--- src/rtl/pwm_pair_pkg.sv ---
package pwm_pair_pkg;
  typedef enum logic {
    ALIGN_LEFT   = 1'b0,
    ALIGN_CENTER = 1'b1
  } align_e;
endpackage

--- src/rtl/pwm_cnt.sv ---
module pwm_cnt #(
  parameter int unsigned W = 8
) (
  input  logic         clk_i,
  input  logic         rst_ni,
  input  logic         en_i,
  input  logic         step_i,
  input  logic [W-1:0] per_i,
  input  logic [W-1:0] dty_i,
  input  logic         ctr_i,
  output logic [W-1:0] cnt_o,
  output logic         dn_o,
  output logic [W-1:0] per_o,
  output logic [W-1:0] dty_o
);
  import pwm_pair_pkg::*;

  logic [W-1:0] cnt_q, per_q, dty_q;
  logic         dn_q;
  align_e       mode_q;
  logic         per_zero, wrap, load;

  assign per_zero = (per_q == '0);
  assign wrap = (mode_q == ALIGN_CENTER) ? (dn_q && cnt_q == W'(1))
                                         : (cnt_q == per_q - W'(1));
  // shadow update: period boundary, or continuously while idle
  assign load = !en_i || per_zero || (step_i && wrap);

  always_ff @(posedge clk_i or negedge rst_ni) begin
    if (!rst_ni) begin
      per_q  <= '0;
      dty_q  <= '0;
      mode_q <= ALIGN_LEFT;
      cnt_q  <= '0;
      dn_q   <= 1'b0;
    end else begin
      if (load) begin
        per_q  <= per_i;
        dty_q  <= dty_i;
        mode_q <= align_e'(ctr_i);
      end
      if (!en_i || per_zero) begin
        cnt_q <= '0;
        dn_q  <= 1'b0;
      end else if (step_i) begin
        if (mode_q == ALIGN_CENTER) begin
          if (dn_q) begin
            cnt_q <= cnt_q - W'(1);
            if (cnt_q == W'(1)) dn_q <= 1'b0;
          end else begin
            cnt_q <= cnt_q + W'(1);
            if (cnt_q + W'(1) == per_q) dn_q <= 1'b1;
          end
        end else begin
          cnt_q <= wrap ? '0 : cnt_q + W'(1);
        end
      end
    end
  end

  assign cnt_o = cnt_q;
  assign dn_o  = dn_q;
  assign per_o = per_q;
  assign dty_o = dty_q;

  a_r1_left_bound: assert property (@(posedge clk_i) disable iff (!rst_ni)
    (en_i && !per_zero && mode_q == ALIGN_LEFT) |-> (cnt_q < per_q));

  a_r2_center_turn: assert property (@(posedge clk_i) disable iff (!rst_ni)
    (en_i && !per_zero && mode_q == ALIGN_CENTER) |-> (cnt_q <= per_q) && !(cnt_q == per_q && !dn_q));

  a_r5_hold_count: assert property (@(posedge clk_i) disable iff (!rst_ni)
    (en_i && !per_zero && !step_i) |=> $stable(cnt_q) && $stable(dn_q));

  a_r7_shadow_hold: assert property (@(posedge clk_i) disable iff (!rst_ni)
    (en_i && !per_zero && !(step_i && wrap)) |=> $stable(per_q) && $stable(dty_q));
endmodule

--- src/rtl/pwm_out.sv ---
module pwm_out #(
  parameter int unsigned W = 8
) (
  input  logic         en_i,
  input  logic         pol_i,
  input  logic [W-1:0] cnt_i,
  input  logic         dn_i,
  input  logic [W-1:0] per_i,
  input  logic [W-1:0] dty_i,
  output logic         out_o
);
  logic above;

  // down phase compares strictly so both edges sit symmetric about the apex
  assign above = dn_i ? (cnt_i > dty_i) : (cnt_i >= dty_i);
  assign out_o = (!en_i || per_i == '0) ? ~pol_i : (above ^ pol_i);
endmodule

--- src/rtl/pwm_chan.sv ---
module pwm_chan #(
  parameter int unsigned W = 8
) (
  input  logic         clk_i,
  input  logic         rst_ni,
  input  logic         en_i,
  input  logic         step_i,
  input  logic [W-1:0] per_i,
  input  logic [W-1:0] dty_i,
  input  logic         pol_i,
  input  logic         ctr_i,
  output logic         out_o
);
  logic [W-1:0] cnt, per_q, dty_q;
  logic         dn;

  pwm_cnt #(.W(W)) u_cnt (
    .clk_i  (clk_i),
    .rst_ni (rst_ni),
    .en_i   (en_i),
    .step_i (step_i),
    .per_i  (per_i),
    .dty_i  (dty_i),
    .ctr_i  (ctr_i),
    .cnt_o  (cnt),
    .dn_o   (dn),
    .per_o  (per_q),
    .dty_o  (dty_q)
  );

  pwm_out #(.W(W)) u_out (
    .en_i  (en_i),
    .pol_i (pol_i),
    .cnt_i (cnt),
    .dn_i  (dn),
    .per_i (per_q),
    .dty_i (dty_q),
    .out_o (out_o)
  );
endmodule

--- src/rtl/pwm_join.sv ---
module pwm_join (
  input  logic clk_i,
  input  logic rst_ni,
  input  logic ena0_i,
  input  logic ena1_i,
  input  logic join_i,
  output logic join_o
);
  logic join_q;

  always_ff @(posedge clk_i or negedge rst_ni) begin
    if (!rst_ni)                join_q <= 1'b0;
    else if (!ena0_i && !ena1_i) join_q <= join_i;
  end

  assign join_o = join_q;

  a_r8_join_locked: assert property (@(posedge clk_i) disable iff (!rst_ni)
    (ena0_i || ena1_i) |=> (join_q == $past(join_q)));
endmodule

--- src/rtl/pwm_pair.sv ---
module pwm_pair #(
  parameter int unsigned CH_W = 8
) (
  input  logic            clk_i,
  input  logic            rst_ni,
  input  logic            cnt_en_i,
  input  logic            join_i,
  input  logic            ena0_i,
  input  logic [CH_W-1:0] per0_i,
  input  logic [CH_W-1:0] dty0_i,
  input  logic            pol0_i,
  input  logic            ctr0_i,
  input  logic            ena1_i,
  input  logic [CH_W-1:0] per1_i,
  input  logic [CH_W-1:0] dty1_i,
  input  logic            pol1_i,
  input  logic            ctr1_i,
  output logic            pwm0_o,
  output logic            pwm1_o
);
  localparam int unsigned NCH    = 2;
  localparam int unsigned WIDE_W = 2 * CH_W;

  logic            join_q;
  logic            ena_a [NCH];
  logic [CH_W-1:0] per_a [NCH];
  logic [CH_W-1:0] dty_a [NCH];
  logic            pol_a [NCH];
  logic            ctr_a [NCH];
  logic            nar_out [NCH];
  logic            wide_out;

  assign ena_a[0] = ena0_i;  assign ena_a[1] = ena1_i;
  assign per_a[0] = per0_i;  assign per_a[1] = per1_i;
  assign dty_a[0] = dty0_i;  assign dty_a[1] = dty1_i;
  assign pol_a[0] = pol0_i;  assign pol_a[1] = pol1_i;
  assign ctr_a[0] = ctr0_i;  assign ctr_a[1] = ctr1_i;

  pwm_join u_join (
    .clk_i  (clk_i),
    .rst_ni (rst_ni),
    .ena0_i (ena0_i),
    .ena1_i (ena1_i),
    .join_i (join_i),
    .join_o (join_q)
  );

  for (genvar g = 0; g < NCH; g++) begin : g_nar
    pwm_chan #(.W(CH_W)) u_ch (
      .clk_i  (clk_i),
      .rst_ni (rst_ni),
      .en_i   (ena_a[g] && !join_q),
      .step_i (cnt_en_i),
      .per_i  (per_a[g]),
      .dty_i  (dty_a[g]),
      .pol_i  (pol_a[g]),
      .ctr_i  (ctr_a[g]),
      .out_o  (nar_out[g])
    );
  end

  // merged channel: channel 0 is the upper byte, channel 1 owns the controls
  pwm_chan #(.W(WIDE_W)) u_wide (
    .clk_i  (clk_i),
    .rst_ni (rst_ni),
    .en_i   (ena1_i && join_q),
    .step_i (cnt_en_i),
    .per_i  ({per0_i, per1_i}),
    .dty_i  ({dty0_i, dty1_i}),
    .pol_i  (pol1_i),
    .ctr_i  (ctr1_i),
    .out_o  (wide_out)
  );

  assign pwm0_o = join_q ? ~pol0_i : nar_out[0];
  assign pwm1_o = join_q ? wide_out : nar_out[1];

  a_r6_idle_ch0: assert property (@(posedge clk_i) disable iff (!rst_ni)
    !ena0_i |-> (pwm0_o == ~pol0_i));

  a_r6_idle_ch1: assert property (@(posedge clk_i) disable iff (!rst_ni)
    !ena1_i |-> (pwm1_o == ~pol1_i));
endmodule

--- config.mk ---
export PLATFORM = sky130hd
export DESIGN_NAME = pwm_pair
export DESIGN_NICKNAME = d
export VERILOG_FILES = /design/src/rtl/pwm_pair_pkg.sv /design/src/rtl/pwm_cnt.sv /design/src/rtl/pwm_out.sv /design/src/rtl/pwm_chan.sv /design/src/rtl/pwm_join.sv /design/src/rtl/pwm_pair.sv
export SDC_FILE = /design/constraint.sdc
export NUM_CORES = 1
export LEC_CHECK = 0
export ABC_AREA = 1
export BUFFER_PORTS_ARGS = -buffer_cell sky130_fd_sc_hd__buf_2
export CORE_MARGIN = 10
export CORE_UTILIZATION = 25
export CTS_CLUSTER_SIZE = 14
export DETAILED_ROUTE_END_ITERATION = 16
export GPL_TIMING_DRIVEN = 0
export SETUP_SLACK_MARGIN = 0.15
export SLEW_MARGIN = 20
export SYNTH_ARGS = -nofsm -noshare
export SYNTH_HDL_FRONTEND = slang
export SYNTH_SLANG_ARGS = --single-unit
--- constraint.sdc ---
create_clock -name clk_i -period 6.15 [get_ports clk_i]
set_input_delay 0.615 -clock clk_i [delete_from_list [all_inputs] [get_ports clk_i]]
set_output_delay 0.615 -clock clk_i [all_outputs]
set_load 0.1 [all_outputs]
==> results of run 1 <==
cell usage in the layout, fill, tap and decap left out, types with 2 or more instances in the layout:
cell	n
nand3_1	137
clkbuf_1	20
o32ai_1	2
or2_2	2
inv_8	2
inv_2	9
nand4_1	26
xor2_1	39
nor2_4	5
a21oi_1	38
o211ai_1	7
a31oi_1	4
nand3_2	7
nand2_2	34
buf_2	54
nor2_1	111
inv_6	3
o21ai_0	43
o21bai_1	3
buf_12	3
clkbuf_16	9
nor3_1	17
xnor2_1	16
nand3b_1	7
nand2_4	5
nor4_1	2
dfrtp_1	103
buf_4	3
inv_1	156
o22ai_1	4
nand2_1	458
ha_1	44
buf_6	4
nor2_2	9
layout make-up:
cell class                      instances  area [µm²]  area share
Tap cell                              455         569      0.0573
Sequential cell                       103        2580       0.259
Buffer                                 42         258      0.0259
Clock buffer                           10         229      0.0230
Clock inverter                          6        57.6     0.00579
Timing Repair Buffer                   43         244      0.0246
Multi-Input combinational cell       1037        5380       0.541
Inverter                              166         623      0.0627
stage by stage:
step           power, mW  area, µm²
6_report            2.03       9930
3_3_place_gp        1.44       9610
2_1_floorplan       1.28       8830
4_1_cts             2.04       9930
3_5_place_dp        1.46       9650
5_1_grt             2.17       9930
state kept, by name, summed over array words and instances, names as in the netlist:
signal and flops:
u_wide.u_cnt.mode_q 1, g_nar.u_ch.u_cnt.dty_o 16, u_join.join_o 1, u_wide.u_cnt.dn_o 1, g_nar.u_ch.u_cnt.mode_q 2, u_wide.u_cnt.cnt_o 16
g_nar.u_ch.u_cnt.dn_o 2, g_nar.u_ch.u_cnt.cnt_o 16, u_wide.u_cnt.dty_o 16, u_wide.u_cnt.per_o 16, g_nar.u_ch.u_cnt.per_o 16
power breakdown:
part / switching, mW / internal, mW
clock network: 0.291 / 0.286
registers: 0.0765 / 0.745
logic: 0.407 / 0.220
critical path: stages (launching register included):
cell and delay (ps):
dfrtp_1 450, inv_1 230, ha_1 360, nand2_2 140, nor2_2 140, nand3b_1 170
nand2_2 210, inv_1 60, nand2_1 150, nand2_1 80, nand2_1 70, nand2_1 40
inv_1 40, buf_2 410
per-layer routing:
metal / vias to the layer above / wire [µm] / GRT usage
met4: 0 / 363 / 0.0324
met5: - / 0 / 0
met2: 214 / 12300 / 0.199
met1: 3959 / 12400 / 0.162
li1: 4397 / - / -
met3: 23 / 1270 / 0.0141
final timing paths:
kind / endpoint / slack [ps] / depth (start not counted)
min reg2reg: g_nar[0].u_ch.u_cnt.dty_o[6] / 480 / 2
max: pwm1_o / 2620 / 13
max in group asynchronous: g_nar[1].u_ch.u_cnt.per_o[2] / 5320 / 2
max reg2reg: u_wide.u_cnt.per_o[7] / 3330 / 12
min in group clk_i: u_join.join_o / 450 / 3
min: g_nar[0].u_ch.u_cnt.cnt_o[4] / 200 / 1
kinds of logic after synthesis:
group                      count (synthesis)
adders and majority gates                 44
DFF                                      103
xor gates and xnor gates                  56
buffers and inverters                    208
AOI/OAI and AO/OA                        111
and+or+nand+nor                          826
==> results.py, run 1 <==
metrics = {
    "yosys": {
        "yosysTopAreaCell": "dfrtp_1",
        "netlist_area_um2": 8830,
        "synth-simple-area-share": 0.417,
        "synthMuxAreaShare": 0,
        "yosys_warnings": 0,
        "synth_compound_area_frac": 0.0724,
        "synth_top_area_share": 0.292,
        "synthXorXnorAreaFrac": 0.0571,
        "synth_top_cells_by_area": "dfrtp_1 29%, nand2_1 19%, nand3_1 7.8%",
        "avgSynthCellArea_um2": 6.55,
        "ys_ff_latch": 103,
        "syn-instance-count": 1348,
        "ys.flop_type": "dfrtp_1",
        "yosysUniqueCellTypes": 50,
        "syn-num-nets": 1434,
        "synth_edf_count": 0,
        "yosysMostFrequentCell": "nand2_1",
        "ys_seq_area_frac": 0.292,
        "ys_async_sr_fraction": 1.00,
        "synth-adder-area-share": 0.0623,
        "synth_common_cells": "458 x nand2_1, 156 x inv_1, 137 x nand3_1",
        "synth_top_family_by_area": "simple AND/OR/NAND/NOR gates",
    },
    "global_routing": {
        "grt_first_pass_wirelength_um": 43100,
        "antenna_found_initial": 0,
        "grt_use_total": 0.120,
        "grt_max_degree": 58,
        "grt_pass1_vias": 8151,
        "gr-total-overflow": 0,
    },
    "cells_and_area": {
        "final_layout_size_suffix_gt1_frac": 0.112,
        "num-nets-final": 1488,
        "syn_to_final_growth_pct": 12.4,
        "fillCellCount": 3915,
        "final_cells": 1862,
        "n_antenna_cell": 0,
        "fin_util": 0.286,
    },
    "clocking": {
        "path_clk_slew_ps": 80,
        "cts_setup_buffers": 0,
        "cts_root_buf": "clkbuf_16",
        "clock_path_buffers": 2,
        "cts_buffers": 9,
        "cts_tree": "yes",
        "cts_resized": 0,
        "clkSinkCount": 103,
        "worstSkewPairLatency_ps": 370,
        "cts_max_level": 3,
        "hold_buffers": 0,
    },
    "route": {
        "via_per_inst": 4.61,
        "dr.pass1.iters": 5,
        "drc": 0,
        "num_vias": 8593,
        "ant_nets": 0,
        "post_drt_wl_per_cell_um": 14.1,
        "drtIter0Drc": 581,
        "drt-total-wl_um": 26300,
    },
    "status": {
        "status": "completed",
    },
    "floorplan": {
        "initial_core_util": 0.255,
        "num_rows": 68,
        "die_width_um": 208,
        "dieArea_um2": 43300,
        "io_pins": 44,
        "chipHeight_um": 208,
        "core-area_um2": 34700,
    },
    "placed_design": {
        "dp_slack_ps": 3020,
        "place.gp.congestion": 0.947,
        "io_buffers": 42,
        "dpl.hpwl_um": 21100,
        "dp.cells": 1846,
    },
    "sta": {
        "min_period_ps": 3530,
        "setup_viol": 0,
        "setup_tns_ps": 0,
        "setup_slack_ps": 2620,
        "rsz0062_at_grt": "false",
        "fin_skew_ps": 14.7,
        "tightest_slew_ps": 750,
        "slew_headroom": 0.500,
        "hold_violations": 0,
        "maxSlewViolCount": 0,
        "fin_crit_sh": 0.574,
        "hold_ws_ps": 195,
        "max_freq_mhz": 283,
    },
    "critical_path": {
        "worstReg2RegStart": "u_wide.u_cnt.per_o[0]",
        "crit_type": "reg -> out",
        "cp-startpoint": "u_wide.u_cnt.per_o[0]",
        "crit_path_start_kind": "register",
        "endpoint_kind": "primary output",
        "arrival_ps": 2910,
        "cp.required_ps": 5530,
        "cp_max_fo": 7,
    },
    "worst_hold_path": {
        "hp-class": "in -> async",
    },
    "run": {
        "maxCapViolCount": 0,
    },
    "power_and_ir_drop": {
        "powerDensity_nw_per_um2": 204,
        "ir_drop_mv": 0.121,
        "leakage_nw": 5.26,
    },
}
Power figures use the tool's default switching activity.
==> run 2, diff against run 1 <==
Settings changed: ABC_AREA 1 to 0.
Clock period 6.15 ns to 3 ns, I/O delays scaled along.
==> results.py, run 2 <==
metrics = {
    "status": {
        "status": "finished with violations",
        "violations": "negative setup slack",
    },
    "run": {
        "maxCapViolCount": 0,
    },
    "cells_and_area": {
        "final_cells": 1417,
        "mostFrequentLayoutCells": "95 x dfrtp_1, 66 x mux2_4, 64 x nand2_1",
        "fin_area_um2": 10400,
        "mostFrequentLayoutCell": "dfrtp_1",
        "final_layout_size_suffix_gt1_frac": 0.281,
        "num-nets-final": 1097,
        "syn_to_final_growth_pct": 30.2,
        "n_antenna_cell": 0,
    },
    "route": {
        "drt-total-wl_um": 27200,
        "drtIter0Drc": 629,
        "via_per_inst": 5.23,
        "ant_nets": 0,
        "drc": 0,
        "num_vias": 7406,
        "dr.pass1.iters": 6,
        "post_drt_wl_per_cell_um": 19.2,
    },
    "yosys": {
        "yosys_warnings": 0,
        "avgSynthCellArea_um2": 8.77,
        "synth_top_area_share": 0.324,
        "synth_edf_count": 0,
        "yosysUniqueCellTypes": 77,
        "netlist_area_um2": 7960,
        "yosysTopAreaCell": "dfrtp_1",
        "ys_ff_latch": 103,
        "yosysMostFrequentCell": "dfrtp_1",
        "syn-instance-count": 907,
        "ys_seq_area_frac": 0.324,
        "synth_common_cells": "103 x dfrtp_1, 64 x nand2_1, 55 x nor2_1",
        "ys_async_sr_fraction": 1.00,
        "synth_top_cells_by_area": "dfrtp_1 32%, ha_1 6.9%, mux2_2 5.0%",
        "ys.flop_type": "dfrtp_1",
        "syn-num-nets": 993,
    },
    "power_and_ir_drop": {
        "leakage_nw": 4.44,
        "powerDensity_nw_per_um2": 409,
        "ir_drop_mv": 0.230,
    },
    "critical_path": {
        "crit_buf_inv": 4,
        "critPathMaxStageDelay_ps": 530,
        "critPathMostFrequentCell": "buf_6",
        "critPathSlowestCell": "or4_4",
        "crit_path_start_kind": "register",
        "crit_chain": "buf_6, or4_4, nor4b_2, xnor2_1, nor3_2, nand4_1, or4_4, buf_6, o21bai_4, buf_6, clkbuf_16, mux2_4",
        "arrival_ps": 3530,
        "crit_family": "simple AND/OR/NAND/NOR gates",
        "endpoint_kind": "register",
        "crit_type": "reg -> reg",
        "cp_max_fo": 5,
        "cp.required_ps": 3250,
    },
    "clocking": {
        "cts_root_buf": "clkbuf_16",
        "worstSkewPairLatency_ps": 370,
        "cts_buffers": 9,
        "cts_tree": "yes",
        "path_clk_slew_ps": 70,
        "clkSinkCount": 103,
        "clock_path_buffers": 2,
        "cts_max_level": 3,
    },
    "sta": {
        "fin_skew_ps": 14.5,
        "min_period_ps": 3280,
        "max_freq_mhz": 305,
        "hold_violations": 0,
        "tightest_slew_ps": 1120,
        "rsz0062_at_grt": "true",
        "maxSlewViolCount": 0,
        "fin_crit_sh": 1.09,
        "setup_slack_ps": -284,
        "hold_ws_ps": 171,
        "slew_headroom": 0.250,
        "setup_tns_ps": -11160,
        "setup_viol": 66,
    },
    "placed_design": {
        "io_buffers": 42,
        "dp_slack_ps": -725,
        "dpl.hpwl_um": 19100,
        "place.gp.congestion": 0.868,
        "dpl_cell_area_um2": 8950,
        "dp.cells": 1353,
    },
    "floorplan": {
        "die_width_um": 198,
        "initial_core_util": 0.253,
        "dieArea_um2": 39400,
        "io_pins": 44,
        "core-area_um2": 31500,
        "chipHeight_um": 198,
        "num_rows": 65,
    },
    "global_routing": {
        "antenna_found_initial": 3,
        "grt_pass1_vias": 7231,
        "grt_max_degree": 73,
        "grt_use_total": 0.136,
        "grt_first_pass_wirelength_um": 42100,
        "gr-total-overflow": 0,
    },
    "worst_hold_path": {
        "hp-class": "in -> reg",
    },
}
==> run 2: cell types whose count changed in the layout (fill, tap and decap cells not counted), sizes merged, moves of 19 or more <==
cell,previous run,this run
nand2,497,64
inv,170,52
nand3,145,33
nor2,126,56
mux2,0,69
buf,65,103
clkbuf,30,59
xnor2,16,45
nor3,17,36
==> run 2: power by group <==
| group | internal, mW | switching [mW] | total (mW) | leakage [nW] |
|---|---|---|---|---|
| Clock | 0.837 | 0.574 | 1.41 | 0.165 |
| Combinational | 0.571 | 0.643 | 1.21 | 3.00 |
| Sequential | 1.50 | 0.110 | 1.61 | 1.27 |
==> run 2: timing repair <==
action,in CTS,in global routing
hold endpoints to repair,31,0
gates resized for setup,74,105
setup buffers,31,11
pin swaps,23,45
hold buffers,1,0
cloned,5,1
setup endpoints to repair,94,95
==> run 2: per-stage QoR <==
step | power (mW) | utilization
after global placement | 2.59 | 0.283
after floorplan | 2.32 | -
final | 4.24 | 0.329
after CTS | 4.16 | 0.314
after global routing | 4.42 | 0.329
after detailed placement | 2.61 | 0.284
==> run 2: final cells by class <==
cell class,instances,area (µm²)
fill,3208,21100
multi-input combinational,691,5570
sequential,103,2590
timing repair buffer,93,786
tap,402,503
buffer,60,372
clock buffer,10,239
inverter,53,199
clock inverter,5,106
==> run 2: layer usage <==
metal | vias up | global-route usage | share of wire
li1 | 3464 | - | -
met1 | 3685 | 0.181 | 0.46
met2 | 213 | 0.219 | 0.47
met3 | 40 | 0.0213 | 0.047
met4 | 4 | 0.0517 | 0.028
met5 | - | 0 | 0.00099
==> run 2: cells by family (layout without fill, tap and decap cells) <==
group / Yosys count / count (layout) / share of synthesized area
fa+ha+maj: 44 / 44 / 0.0692
simple gates: 294 / 294 / 0.195
xor+xnor: 80 / 80 / 0.0880
flops: 103 / 103 / 0.324
compound gates: 199 / 199 / 0.162
buf+inv: 113 / 221 / 0.0585
mux: 74 / 74 / 0.104
==> run 2: path summary, 6_finish.rpt <==
| kind | from | endpoint | cells past startpoint | slack (ps) |
|---|---|---|---|---|
| hold / removal | ctr0_i | g_nar[0].u_ch.u_cnt.mode_q | 2 | 170 |
| max in group asynchronous | rst_ni | u_wide.u_cnt.per_o[8] | 3 | 1890 |
| setup / recovery | u_wide.u_cnt.per_o[2] | u_wide.u_cnt.per_o[1] | 12 | -280 |
| min in group asynchronous | rst_ni | u_wide.u_cnt.cnt_o[6] | 2 | 410 |
| setup reg to reg | u_wide.u_cnt.per_o[2] | u_wide.u_cnt.per_o[1] | 12 | -280 |
| hold reg to reg | u_wide.u_cnt.dty_o[9] | u_wide.u_cnt.dty_o[9] | 1 | 510 |
==> run 3, diff against run 2 <==
Settings changed: SKIP_CTS_REPAIR_TIMING set to 1.
==> results.py, run 3 (synthesis gave the netlist of run 2 again) <==
metrics = {
    "status": {
        "status": "finished with violations",
        "violations": "negative setup slack",
    },
    "power_and_ir_drop": {
        "leakage_nw": 4.33,
        "p_sw_frac": 0.311,
        "power_frac_comb": 0.278,
        "power_mw": 4.18,
        "powerDensity_nw_per_um2": 410,
        "power.internal_mw": 2.88,
        "ir_drop_mv": 0.224,
        "switchingPower_mw": 1.30,
        "clkPwrFrac": 0.336,
        "seq_power_share": 0.386,
    },
    "critical_path": {
        "regToRegSetupSlack_ps": -340,
        "crit_path_start_kind": "register",
        "arrival_ps": 3580,
        "crit_type": "reg -> reg",
        "endpoint_kind": "register",
        "cp.required_ps": 3240,
        "r2r_end": "u_wide.u_cnt.per_o[1]",
        "critPathMaxStageDelay_ps": 620,
        "crit_chain": "or4_4, nor3_4, buf_4, nand2_1, mux2i_1, a21oi_1, or4_4, buf_12, o21bai_4, buf_12, clkbuf_16, mux2_4",
        "timing.reg2reg.worst_path_depth": 12,
        "worstReg2RegStart": "u_wide.u_cnt.per_o[5]",
        "critPathSlowestCell": "or4_4",
        "cp_max_fo": 7,
    },
    "global_routing": {
        "gr-total-overflow": 0,
        "grt_use_total": 0.130,
        "antenna_found_initial": 3,
        "grt_first_pass_wirelength_um": 40100,
        "grt_max_degree": 73,
        "grt_pass1_vias": 6921,
    },
    "cells_and_area": {
        "n_antenna_cell": 0,
        "num-nets-final": 1083,
        "final_layout_size_suffix_gt1_frac": 0.259,
        "syn_to_final_growth_pct": 28.0,
        "mostFrequentLayoutCell": "dfrtp_1",
        "mostFrequentLayoutCells": "98 x dfrtp_1, 64 x nand2_1, 53 x mux2_4",
        "fillCellCount": 3246,
        "multi_input_area_um2": 5470,
        "fin_util": 0.324,
        "regArea_um2": 2580,
    },
    "route": {
        "dr.pass1.iters": 5,
        "drtIter0Drc": 614,
        "num_vias": 7285,
        "via_per_inst": 5.19,
        "drc": 0,
        "post_drt_wl_per_cell_um": 18.9,
        "ant_nets": 0,
        "drt-total-wl_um": 26600,
    },
    "floorplan": {
        "dieArea_um2": 39400,
        "core-area_um2": 31500,
        "chipHeight_um": 198,
        "num_rows": 65,
        "die_width_um": 198,
        "io_pins": 44,
        "initial_core_util": 0.253,
    },
    "clocking": {
        "cts_buffers": 9,
        "worstSkewPairLatency_ps": 360,
        "cts_max_level": 3,
        "cts_root_buf": "clkbuf_16",
        "path_clk_slew_ps": 80,
        "cts_tree": "yes",
        "clock_path_buffers": 2,
        "clkSinkCount": 103,
    },
    "worst_hold_path": {
        "hp-class": "in -> reg",
        "hold_depth": 2,
        "hold_start": "ctr0_i",
        "hold_end": "g_nar[0].u_ch.u_cnt.mode_q",
    },
    "sta": {
        "setup_tns_ps": -14930,
        "maxSlewViolCount": 0,
        "hold_violations": 0,
        "fin_skew_ps": 13.5,
        "fin_crit_sh": 1.11,
        "setup_slack_ps": -340,
        "setup_viol": 64,
        "slew_headroom": 0.166,
        "min_period_ps": 3340,
        "max_freq_mhz": 299,
        "rsz0062_at_grt": "true",
        "hold_ws_ps": 174,
        "tightest_slew_ps": 1230,
    },
    "run": {
        "maxCapViolCount": 0,
    },
    "placed_design": {
        "place.gp.congestion": 0.868,
        "io_buffers": 42,
        "dpl.hpwl_um": 19100,
    },
}
## run 3: cell count changes in the layout (fill, tap and decap cells not counted), moves of 2 or more
cell	change
o21ai_0	+2
mux2_4	-13
buf_4	-9
o21ai_4	-2
buf_6	-12
dfrtp_1	+3
dfrtp_2	-3
mux2_2	+13
buf_12	+4
clkbuf_16	+4
buf_16	-2
## run 3: layout make-up
cell class,count,share of cell area
Multi-Input combinational cell,691,0.536
Sequential cell,103,0.254
Timing Repair Buffer,79,0.0702
Tap cell,402,0.0494
Buffer,60,0.0370
Clock buffer,10,0.0235
Inverter,53,0.0195
Clock inverter,5,0.0104
## run 3: worst max-delay path by stage
stage	startpoint	cells after the start	slack [ps]	to
after CTS	g_nar[1].u_ch.u_cnt.per_o[1]	9	-990	pwm1_o
after floorplan	g_nar[1].u_ch.u_cnt.per_o[1]	11	-250	g_nar[1].u_ch.u_cnt.dty_o[6]
final	u_wide.u_cnt.per_o[5]	12	-340	u_wide.u_cnt.per_o[1]
after detailed placement	u_wide.u_cnt.cnt_o[4]	10	-720	u_wide.u_cnt.dty_o[0]
after global placement	u_wide.u_cnt.cnt_o[4]	10	-700	u_wide.u_cnt.dty_o[0]
after global routing	u_wide.u_cnt.per_o[2]	12	-420	u_wide.u_cnt.dty_o[12]
## run 3: metal layers
metal	GRT usage	vias to the layer above	routed length [µm]
met5	0	-	27
met4	0.0435	4	775
met3	0.0211	43	1180
met2	0.209	195	12500
met1	0.172	3591	12100
li1	-	3452	-
## run 3: worst max-delay path: cells and delay by family (launching register included)
kind            cells  cell delay, ps
buf+inv             4             650
mux                 2             450
flops               1             440
simple gates        4            1450
compound gates      2             220
## run 3: power by group through the flow
stage	Combinational, mW	Sequential (mW)	Clock, mW
floorplan	0.720	1.60	0
global placement	0.951	1.63	0
detailed placement	0.972	1.64	0
CTS	0.978	1.61	1.43
global route	1.26	1.63	1.48
finish	1.16	1.61	1.40
## run 3: stage by stage
step | instance area [µm²] | setup slack [ps] | cells
detailed placement | 8950 | -725 | 1353
global route | 10200 | -423 | 1403
global placement | 8910 | -705 | 1351
CTS | 9300 | -985 | 1368
floorplan | 8200 | -248 | 907
finish | 10200 | -340 | 1403
